==> config.mk <==
export PLATFORM = sky130hd
export DESIGN_NAME = ppg8
export DESIGN_NICKNAME = d
export VERILOG_FILES = /design/src/rtl/ppg_pkg.sv /design/src/rtl/ppg_counter.sv /design/src/rtl/ppg_match.sv /design/src/rtl/ppg_fsm.sv /design/src/rtl/ppg8.sv
export SDC_FILE = /design/constraint.sdc
export NUM_CORES = 1
export LEC_CHECK = 0
export BUFFER_PORTS_ARGS = -buffer_cell sky130_fd_sc_hd__buf_2
export CORE_UTILIZATION = 40
export DETAILED_ROUTE_END_ITERATION = 8
export HOLD_SLACK_MARGIN = 0.12
export MAX_ROUTING_LAYER = met4
export REMOVE_ABC_BUFFERS = 1
export SYNTH_ARGS = -nofsm -noshare
export SYNTH_HDL_FRONTEND = slang
export SYNTH_SLANG_ARGS = --single-unit
==> constraint.sdc <==
create_clock -name clk -period 2.95 [get_ports clk]
set_input_delay 0.59 -clock clk [delete_from_list [all_inputs] [get_ports clk]]
set_output_delay 0.59 -clock clk [all_outputs]
set_load 0.1 [all_outputs]
==> src/rtl/ppg_pkg.sv <==
package ppg_pkg;
    typedef enum logic [1:0] {
        PS_IDLE  = 2'd0,
        PS_LEAD  = 2'd1,
        PS_TRAIL = 2'd2
    } ppg_state_e;
endpackage

==> src/rtl/ppg_counter.sv <==
module ppg_counter #(
    parameter int W = 8
) (
    input  logic         clk,
    input  logic         rst_n,
    input  logic         clr,
    input  logic         inc,
    output logic [W-1:0] cnt
);
    localparam logic [W-1:0] ONE = {{(W-1){1'b0}}, 1'b1};

    always_ff @(posedge clk or negedge rst_n) begin
        if (!rst_n)
            cnt <= '0;
        else if (clr)
            cnt <= '0;
        else if (inc)
            cnt <= cnt + ONE;
    end
endmodule

==> src/rtl/ppg_match.sv <==
module ppg_match #(
    parameter int W = 8
) (
    input  logic [W-1:0] cnt,
    input  logic [W-1:0] edge_val,
    input  logic [W-1:0] end_val,
    output logic         hit_edge,
    output logic         hit_end
);
    // The end match wins when both compare values are equal.
    always_comb begin
        hit_end  = (cnt == end_val);
        hit_edge = (cnt == edge_val) && !hit_end;
    end
endmodule

==> src/rtl/ppg_fsm.sv <==
module ppg_fsm
    import ppg_pkg::*;
(
    input  logic clk,
    input  logic rst_n,
    input  logic run,
    input  logic tick,
    input  logic hit_edge,
    input  logic hit_end,
    output logic cnt_clr,
    output logic cnt_inc,
    output logic active,
    output logic irq_edge,
    output logic irq_end
);
    ppg_state_e state_q, state_d;
    logic       step;

    assign step = run && tick && (state_q != PS_IDLE);

    always_ff @(posedge clk or negedge rst_n) begin
        if (!rst_n)
            state_q <= PS_IDLE;
        else
            state_q <= state_d;
    end

    always_comb begin
        state_d = state_q;
        unique case (state_q)
            PS_IDLE: begin
                if (run)
                    state_d = PS_LEAD;
            end
            PS_LEAD: begin
                if (!run)
                    state_d = PS_IDLE;
                else if (step && (hit_edge || hit_end))
                    state_d = PS_TRAIL;
            end
            PS_TRAIL: begin
                if (!run)
                    state_d = PS_IDLE;
                else if (step && (hit_edge || hit_end))
                    state_d = PS_LEAD;
            end
            default: state_d = PS_IDLE;
        endcase
    end

    always_comb begin
        cnt_clr = (state_q == PS_IDLE) || !run || (step && hit_end);
        cnt_inc = step && !hit_end;
        active  = (state_q == PS_TRAIL);
    end

    always_ff @(posedge clk or negedge rst_n) begin
        if (!rst_n) begin
            irq_edge <= 1'b0;
            irq_end  <= 1'b0;
        end else begin
            irq_edge <= step && hit_edge;
            irq_end  <= step && hit_end;
        end
    end
endmodule

==> src/rtl/ppg8.sv <==
module ppg8 #(
    parameter int W = 8
) (
    input  logic         clk,
    input  logic         rst_n,
    input  logic         tick,
    input  logic         run,
    input  logic         pol_hi,
    input  logic [W-1:0] edge_val,
    input  logic [W-1:0] end_val,
    output logic         pulse_out,
    output logic         irq_edge,
    output logic         irq_end
);
    logic [W-1:0] cnt_q;
    logic         cnt_clr, cnt_inc;
    logic         hit_edge, hit_end;
    logic         act;

    ppg_counter #(.W(W)) u_cnt (
        .clk  (clk),
        .rst_n(rst_n),
        .clr  (cnt_clr),
        .inc  (cnt_inc),
        .cnt  (cnt_q)
    );

    ppg_match #(.W(W)) u_cmp (
        .cnt     (cnt_q),
        .edge_val(edge_val),
        .end_val (end_val),
        .hit_edge(hit_edge),
        .hit_end (hit_end)
    );

    ppg_fsm u_fsm (
        .clk     (clk),
        .rst_n   (rst_n),
        .run     (run),
        .tick    (tick),
        .hit_edge(hit_edge),
        .hit_end (hit_end),
        .cnt_clr (cnt_clr),
        .cnt_inc (cnt_inc),
        .active  (act),
        .irq_edge(irq_edge),
        .irq_end (irq_end)
    );

    assign pulse_out = pol_hi ? act : !act;
endmodule

==> results of run 1 <==
-- metal layers --
layer  track usage, %  up-vias  wire length [microns]
li1                 -      336                      -
met1            26.46      314                    816
met2            25.75       23                    749
met3            3.462        2                     80
met4            5.143        0                     13
met5                -        -                      0
-- kinds of logic (layout without fill, tap and decap cells) --
| family | count (synthesis) | count (layout) | share of synthesized area (%) |
|---|---|---|---|
| simple gates | 33 | 33 | 21.92 |
| fa+ha+maj | 1 | 1 | 1.522 |
| compound gates | 10 | 10 | 8.828 |
| mux | 1 | 1 | 1.218 |
| flops | 12 | 12 | 36.53 |
| buf+inv | 5 | 29 | 4.567 |
| xor+xnor | 23 | 23 | 25.42 |
-- layout make-up --
| type | count | area [sq um] | share of cell area (%) |
|---|---|---|---|
| multi-input combinational | 68 | 484.2 | 49.55 |
| timing repair buffer | 23 | 115.1 | 11.78 |
| inverter | 2 | 7.507 | 0.7682 |
| sequential | 12 | 300.3 | 30.73 |
| clock buffer | 4 | 36.28 | 3.713 |
| tap | 27 | 33.78 | 3.457 |
-- placed cells by master (no fill, tap or decap), drive strengths merged, types with 2 or more instances in the layout --
cell    Yosys  final
nand3       2      2
xnor2      11     11
nand4       4      4
nand2b      2      2
nor4        2      2
xor2       12     12
dfrtp      12     12
nand2       8      8
a21oi       3      3
buf         3     23
nor2       10     10
o21ai       2      2
clkbuf      0      4
inv         2      2
nand3b      2      2
-- worst max-delay path, cell delays in order (launching register included) --
cell     delay [ns]
dfrtp_1        0.44
nor2b_1        0.22
xnor2_1        0.13
buf_2          0.43
-- worst paths after layout --
check                                 start                to
max                        u_fsm.state_q[1]         pulse_out
min in group clk                        run  u_fsm.state_q[0]
max in group asynchronous             rst_n      u_cnt.cnt[3]
min reg2reg                u_fsm.state_q[1]  u_fsm.state_q[0]
min                                   rst_n      u_cnt.cnt[6]
max reg2reg                    u_cnt.cnt[6]  u_fsm.state_q[0]
-- per-stage QoR --
stage / instances / worst slack (ns)
2_1_floorplan: 82 / 0.2049
3_3_place_gp: 132 / 1.042
3_5_place_dp: 132 / 1.049
4_1_cts: 136 / 0.8599
5_1_grt: 136 / 0.7560
6_report: 136 / 0.8668
-- where the power goes --
group	internal, mW	total, mW	switching (mW)	leakage (nW)
Sequential	0.166	0.169	0.00270	0.165
Clock	0.0749	0.130	0.0554	0.0210
Combinational	0.0221	0.0516	0.0294	0.256
Total	0.263	0.350	0.0876	0.442
-- state kept, by name (all words and copies together), names as in the netlist --
register        flops
u_cnt.cnt           8
u_fsm.state_q       2
u_fsm.irq_edge      1
u_fsm.irq_end       1
==> impl_results.md, run 1 <==
* Most common flop cell mapped by yosys: dfrtp_1
* Post-synth EDFFs at 0
* Yosys top cell by area: dfrtp_1
* # DRC at 0
* Total track usage at 18.34%
* Kind of critical path: reg -> out
* Fmax at 480.0 MHz
* Synth Area per Inst at 9.671 sq um
* Finished Core Util at 50.32%
* Core box area at 1942 sq um
* Power Density at 358.6 nW/um^2
* Worst-Skew Late Latency at 0.27 ns
* Num rows at 16
* Filler Cells Inserted at 205
* Max_cap viols at 0
* WP data required at 2.36 ns
* Pwr Total at 0.3504 mW
* Worst Setup End Kind: primary output
* Post-synthesis sequential area ratio at 36.53%
* Flops & latches, synth at 12
* GP Congestion at 0.7895
* N_diodes at 0
* Initial DRC count at 4
* Slew margin rel. at 62.84%
* Critical path arrival at 1.49 ns
* Startpoint class of the critical path: flop
* Most frequent cells after synthesis: 12 x dfrtp_1, 12 x xor2_1, 10 x nor2_1, 10 x xnor2_1, 8 x nand2_1
* Die Width at 47.34 microns
* Netlist cell types at 26
* Reg2Reg Depth at 5
* Area share of the largest cell type after synthesis at 36.53%
* R2R setup slack at 1.23 ns
* Slew Viols, Final at 0
* Pin count of the biggest net entering global routing at 13
* First-pass GRT wire length at 2.746 mm
* Setup violations, final at 0
* Worst vdd ir at 0.2250 mV
* Initial antenna violation count at 0
* Fin. Hold Viols at 0
* Routed WL per cell at 12.20 microns
* Nets@finish at 132
* Buffers added on ports at 23
* Post-synth ARST share at 100.0%
* Setup repair after global routing missed its margin: false
* ANT nets after route at 0
* Clock buffer count from CTS at 3
* Total routed wirelength at 1.659 mm
* Hold buffers post-CTS at 0
* Setup Buffers After CTS at 0
* HP Class: in -> async
* Vias in the first global route at 593
* Cells after Synth at 85
* Max Root-Sink Buffers at 2
* Static Leak at 0.4419 nW
* Yosys warnings at 0
* CTS HTree Levels at 1
* Run status: completed
* Post-route minimum period at 2.083 ns
* CTS clk-pin slew, worst paths at 0.08 ns
* Slew @ Worst Pin at 0.5516 ns
* Synth area leaders: dfrtp_1 37%, xor2_1 13%, xnor2_1 11%
* GRT overflow at 0
* First-pass DRT Iterations at 4
* Die height at 47.34 microns
* Post-DP HPWL at 1.316 mm
* Share of cells above drive strength 1 at 29.36%
* Initial Utilization at 42.33%
* Vias/cell at 4.963
* Clk root buf: clkbuf_4
* I/O pin total at 24
* CP Max Fanout at 5
* Post-synthesis cell area at 822.0 sq um
* Layout area overhead at 18.87%
* Fin Clk Skew at 0.006791 ns
* Final Instance Area at 977.2 sq um
* Area of the die at 2241 sq um
* Setup TNS at 0 ns
* Hold WS at 0.1902 ns
* Fin crit share at 70.62%
* TritonCTS clock tree: built
* DP Area at 940.9 sq um
* CTS sink count at 12
* Post-CTS Resized at 0
* Via Count at 675
No activity file was read; power rests on OpenSTA's default activity.
==> run 2: changes to the inputs <==
Clock period 2.95 ns to 2 ns, I/O delays scaled along.
==> impl_results.md, run 2 (synthesis gave the netlist of run 1 again) <==
* Run status: completed
* First-pass GRT wire length at 2.511 mm (-8.6%)
* Pin count of the biggest net entering global routing at 13 (unchanged)
* Max reg flops at 8 (unchanged)
* GP Congestion at 0.8200 (+3.9%)
* Setup repair after global routing missed its margin: false
* WP data required at 1.60 ns (-0.76 ns)
* Post-DP HPWL at 1.293 mm (-1.7%)
* Fmax at 531.7 MHz
* Via Count at 681 (+0.89%)
* CP Max Fanout at 5 (unchanged)
* Setup violations, final at 0 (unchanged)
* Commonest non-fill, non-tap cell in the layout: buf_2
* Seq pwr share at 52.4% (+4.3 points)
* Clk pwr share at 31.2% (-6.0 points)
* Hold WS at 0.3820 ns (+0.1918 ns)
* HP Class: in -> reg
* TritonCTS clock tree: built
* Total track usage at 17.65% (-0.69 points)
* First-pass DRT Iterations at 4 (unchanged)
* N_diodes at 0 (unchanged)
* Final Instance Area at 980.9 sq um (+0.38%)
* Kind of critical path: reg -> out
* Slew @ Worst Pin at 0.4662 ns (-0.08539 ns)
* Filler Cells Inserted at 210 (+2.4%)
* Slew margin rel. at 68.51% (+5.7 points)
* Num rows at 16 (unchanged)
* Power Density at 483.8 nW/um^2 (+35%)
* Pint at 0.3496 mW (+33%)
* Vias/cell at 4.971 (+0.15%)
* Initial DRC count at 12 (+8)
* Combinational power share at 16.4% (+1.7 points)
* Max Root-Sink Buffers at 2 (unchanged)
* Fin. Hold Viols at 0 (unchanged)
* CTS HTree Levels at 1 (unchanged)
* Initial antenna violation count at 0 (unchanged)
* Clk root buf: clkbuf_4
* Setup TNS at 0 ns (unchanged)
* CTS clk-pin slew, worst paths at 0.07 ns (about the same)
* Area of the die at 2241 sq um (unchanged)
* CTS sink count at 12 (unchanged)
* Clock buffer count from CTS at 3 (unchanged)
* Critical path arrival at 1.48 ns (about the same)
* Layout area overhead at 19.33%
* Slowest CP cell: buf_2
* Post-route minimum period at 1.881 ns
* Fin crit share at 94.04%
* Startpoint class of the critical path: flop
* Static Leak at 0.4434 nW (+0.33%)
* Core box area at 1942 sq um (unchanged)
* Top reg by flops: u_cnt.cnt
* Biggest regs: u_cnt.cnt x8, u_fsm.state_q x2
* Final worst slack at 0.1193 ns (-0.7475 ns)
* Routed WL per cell at 11.61 microns (-4.8%)
* ANT nets after route at 0 (unchanged)
* Most frequent cells in the layout: 23 x buf_2, 12 x xor2_1, 12 x dfrtp_1
* Post-CTS Resized at 0 (unchanged)
* Worst Setup End Kind: primary output
* CP peak stage delay at 0.43 ns (about the same)
* Die Width at 47.34 microns (unchanged)
* Vias in the first global route at 586 (-1.2%)
* Worst Setup Slack post-DPL at 0.2896 ns (-0.7590 ns)
* I/O pin total at 24 (unchanged)
* Worst-Skew Late Latency at 0.27 ns (about the same)
* Max_cap viols at 0 (unchanged)
* Total routed wirelength at 1.591 mm (-4.1%)
* Fin Clk Skew at 0.0005555 ns (-0.006236 ns)
* Slew Viols, Final at 0 (unchanged)
* Worst vdd ir at 0.4613 mV (+110%)
* Die height at 47.34 microns (unchanged)
* Psw at 0.1250 mW (+43%)
* Sw frac at 26.34% (+1.3 points)
* Nets@finish at 134 (+1.5%)
* # DRC at 0 (unchanged)
* GRT overflow at 0 (unchanged)
* Share of cells above drive strength 1 at 29.09% (-0.27 points)
* CP cell instances: nor2b_1 > xnor2_1 > buf_2
* DP Area at 948.4 sq um (+0.80%)
* Buffers added on ports at 23 (unchanged)
* Initial Utilization at 42.33% (unchanged)
[run 2: final timing paths]
check | startpoint | endpoint | slack (ns) | cells after the start
hold reg to reg | u_fsm.state_q[1] | u_fsm.state_q[0] | 0.56 | 1
min in group asynchronous | rst_n | u_cnt.cnt[0] | 0.53 | 2
setup reg to reg | u_cnt.cnt[4] | u_fsm.state_q[1] | 0.27 | 5
setup / recovery | u_fsm.state_q[1] | pulse_out | 0.12 | 3
hold / removal | run | u_fsm.state_q[0] | 0.38 | 3
max in group asynchronous | rst_n | u_cnt.cnt[4] | 1.25 | 2
[run 2: repair_timing]
item                                    4_1_cts  5_1_grt
endpoints found under the hold margin        12        0
endpoints found under the setup margin        0        0
hold buffers                                  1        0
setup buffers                                 0        0
[run 2: critical path: cells and delay by family, from the launching register on]
family | cells | cell delay (ns)
XOR/XNOR | 1 | 0.13
buffers and inverters | 1 | 0.43
flip-flops | 1 | 0.42
AND/OR/NAND/NOR | 1 | 0.22
[run 2: final cells by class]
class                           instances  area (sq um)  area share [%]
Clock buffer                            3         22.52           2.296
Sequential cell                        12         300.3           30.61
Inverter                                2         7.507          0.7653
Tap cell                               27         33.78           3.444
Multi-Input combinational cell         68         484.2           49.36
Timing Repair Buffer                   25         132.6           13.52
[run 2: power by group through the flow]
stage | clock network [mW] | logic, mW | registers (mW)
final | 0.148 | 0.0780 | 0.248
after global routing | 0.169 | 0.0857 | 0.249
after CTS | 0.153 | 0.0789 | 0.248
after detailed placement | 0 | 0.0771 | 0.253
after global placement | 0 | 0.0764 | 0.253
after floorplan | 0 | 0.0396 | 0.253
[run 2: through the flow]
stage	cells	util [%]	power [mW]
5_1_grt	137	50.52	0.5031
6_report	137	50.52	0.4746
3_3_place_gp	133	48.84	0.3296
3_5_place_dp	133	48.84	0.3303
2_1_floorplan	82	-	0.2921
4_1_cts	137	50.52	0.4807
[run 2: per-layer routing]
| metal | vias to the layer above | GRT usage, % | part of all wire, % |
|---|---|---|---|
| met5 | - | - | 0 |
| met4 | 0 | 5.143 | 0.82 |
| met3 | 2 | 6.923 | 5.0 |
| met2 | 18 | 25.75 | 47 |
| met1 | 322 | 22.41 | 47 |
| li1 | 339 | - | - |
==> run 3: changes to the inputs <==
Settings changed: MAX_ROUTING_LAYER met4 to not set, RECOVER_POWER set to 50.
Clock period 2 ns to 1.9 ns, I/O delays scaled along.
==> impl_results.md, run 3 (synthesis gave the netlist of run 1 again) <==
* Non-Filler Instances at 137 (unchanged)
* Fmax at 565.8 MHz
* Placed cells at 133 (unchanged)
* Max_cap viols at 0 (unchanged)
* Final Instance Area at 991.0 sq um (+1.0%)
* Initial DRC count at 22 (+10)
* Core box area at 1942 sq um (unchanged)
* Total routed wirelength at 1.730 mm (+8.7%)
* Clk root buf: clkbuf_4
* HP Class: in -> reg
* CTS clk-pin slew, worst paths at 0.08 ns (about the same)
* Slew @ Worst Pin at 0.6681 ns (+0.2018 ns)
* Nets@finish at 134 (unchanged)
* Setup TNS at 0 ns (unchanged)
* Initial Utilization at 42.33% (unchanged)
* Top reg by flops: u_cnt.cnt
* Pwr Total at 0.5064 mW (+6.7%)
* I/O pin total at 24 (unchanged)
* Buffers added on ports at 23 (unchanged)
* R2r endpoint: u_fsm.state_q[0]
* Post-route minimum period at 1.768 ns
* First-pass GRT wire length at 2.725 mm (+8.5%)
* Slew Viols, Final at 0 (unchanged)
* Most frequent cells in the layout: 20 x buf_2, 12 x xor2_1, 12 x dfrtp_1
* Hold Crit Start: run
* Vias in the first global route at 571 (-2.6%)
* ANT nets after route at 0 (unchanged)
* Worst vdd ir at 0.4357 mV (-5.6%)
* Reg2Reg Depth at 5 (unchanged)
* Power Density at 511.0 nW/um^2 (+5.6%)
* TritonCTS clock tree: built
* Max Root-Sink Buffers at 2 (unchanged)
* Layout area overhead at 20.55%
* Slew margin rel. at 55.46% (-13 points)
* Setup repair after global routing missed its margin: false
* Biggest regs: u_cnt.cnt x8, u_fsm.state_q x2
* Worst Setup EP: pulse_out
* Max reg flops at 8 (unchanged)
* Commonest non-fill, non-tap cell in the layout: buf_2
* Die Width at 47.34 microns (unchanged)
* N_diodes at 0 (unchanged)
* Initial antenna violation count at 0 (unchanged)
* Die height at 47.34 microns (unchanged)
* Fin crit share at 93.03%
* CP Max Fanout at 5 (unchanged)
* Vias/cell at 4.927 (-0.88%)
* Startpoint class of the critical path: flop
* Static Leak at 0.4419 nW (-0.34%)
* Worst-Skew Late Latency at 0.26 ns (about the same)
* Run status: completed
* DP Area at 948.4 sq um (unchanged)
* Num rows at 16 (unchanged)
* Routed WL per cell at 12.63 microns (+8.7%)
* CP peak stage delay at 0.42 ns (about the same)
* Launch point of the worst reg-to-reg path: u_cnt.cnt[6]
* R2R setup slack at 0.18 ns (-0.09 ns)
* Kind of critical path: reg -> out
* GP Congestion at 0.7854 (-4.2%)
* Post-DP HPWL at 1.362 mm (+5.4%)
* CTS HTree Levels at 1 (unchanged)
* CP cell instances: nor2b_1 > xnor2_1 > clkbuf_4
* Crit path from: u_fsm.state_q[1]
* GRT overflow at 0 (unchanged)
* First-pass DRT Iterations at 4 (unchanged)
* Setup violations, final at 0 (unchanged)
* Worst Setup End Kind: primary output
* # DRC at 0 (unchanged)
* Share of cells above drive strength 1 at 28.18% (-0.91 points)
* Fin Clk Skew at 0.002296 ns (+0.001740 ns)
* Area of the die at 2241 sq um (unchanged)
* Pin count of the biggest net entering global routing at 13 (unchanged)
* Clock buffer count from CTS at 3 (unchanged)
* Critical path arrival at 1.39 ns (-0.09 ns)
* Fin. Hold Viols at 0 (unchanged)
* Total track usage at 18.11% (+0.46 points)
* Slowest CP cell: dfrtp_1
* Via Count at 675 (-0.88%)
* CTS sink count at 12 (unchanged)
* WP data required at 1.52 ns (-0.08 ns)
[run 3: changes by cell type in the layout (fill, tap and decap cells not counted)]
cell and delta:
buf_2 -3, nor4_4 +1, clkbuf_4 +1, nor4_2 -1, clkbuf_2 +1, clkbuf_1 +1
[run 3: power breakdown]
part	internal, mW	switching, mW	total, mW
Clock	0.0731	0.0861	0.159
Combinational	0.0378	0.0478	0.0856
Sequential	0.258	0.00409	0.262
Total	0.368	0.138	0.506
[run 3: critical path, delay by kind of cell (launching register included)]
kind                   cells  cell delay [ns]
buffers and inverters      1             0.34
AND/OR/NAND/NOR            1             0.22
XOR/XNOR                   1             0.13
flip-flops                 1             0.42
[run 3: what timing repair did]
action                     in CTS  in global routing
resized for setup               0                  2
buffers inserted                0                  0
hold endpoints to repair       12                  0
hold buffers                    1                  0
setup endpoints to repair       0                  7
[run 3: layout make-up]
| class | count | area, sq um |
|---|---|---|
| clock buffer | 3 | 22.52 |
| fill | 211 | 950.9 |
| inverter | 2 | 7.507 |
| multi-input combinational | 68 | 493.0 |
| sequential | 12 | 300.3 |
| tap | 27 | 33.78 |
| timing repair buffer | 25 | 133.9 |
[run 3: worst min path at each step]
stage                     cells after the start                to
final                                         3  u_fsm.state_q[0]
after floorplan                               0      u_cnt.cnt[0]
after global placement                        1      u_cnt.cnt[0]
after CTS                                     3  u_fsm.state_q[0]
after detailed placement                      1      u_cnt.cnt[0]
after global routing                          3  u_fsm.state_q[0]
[run 3: layer usage]
| metal | global-route usage [%] | vias up | part of all wire [%] | wire (microns) |
|---|---|---|---|---|
| met2 | 26.58 | 20 | 46 | 799 |
| met1 | 26.74 | 313 | 48 | 835 |
| met4 | 5.143 | 0 | 0.75 | 13 |
| li1 | - | 340 | - | - |
| met3 | 3.462 | 2 | 4.7 | 81 |
| met5 | 0 | - | 0 | 0 |
[run 3: per-stage QoR]
| step | hold slack, ns | utilization, % | setup slack (ns) |
|---|---|---|---|
| after floorplan | 0.08441 | - | -0.5897 |
| final | 0.3676 | 51.03 | 0.1325 |
| after global placement | 0.2796 | 48.84 | 0.1888 |
| after CTS | 0.3570 | 50.52 | 0.03135 |
| after global routing | 0.3661 | 51.03 | 0.03222 |
| after detailed placement | 0.2759 | 48.84 | 0.1695 |
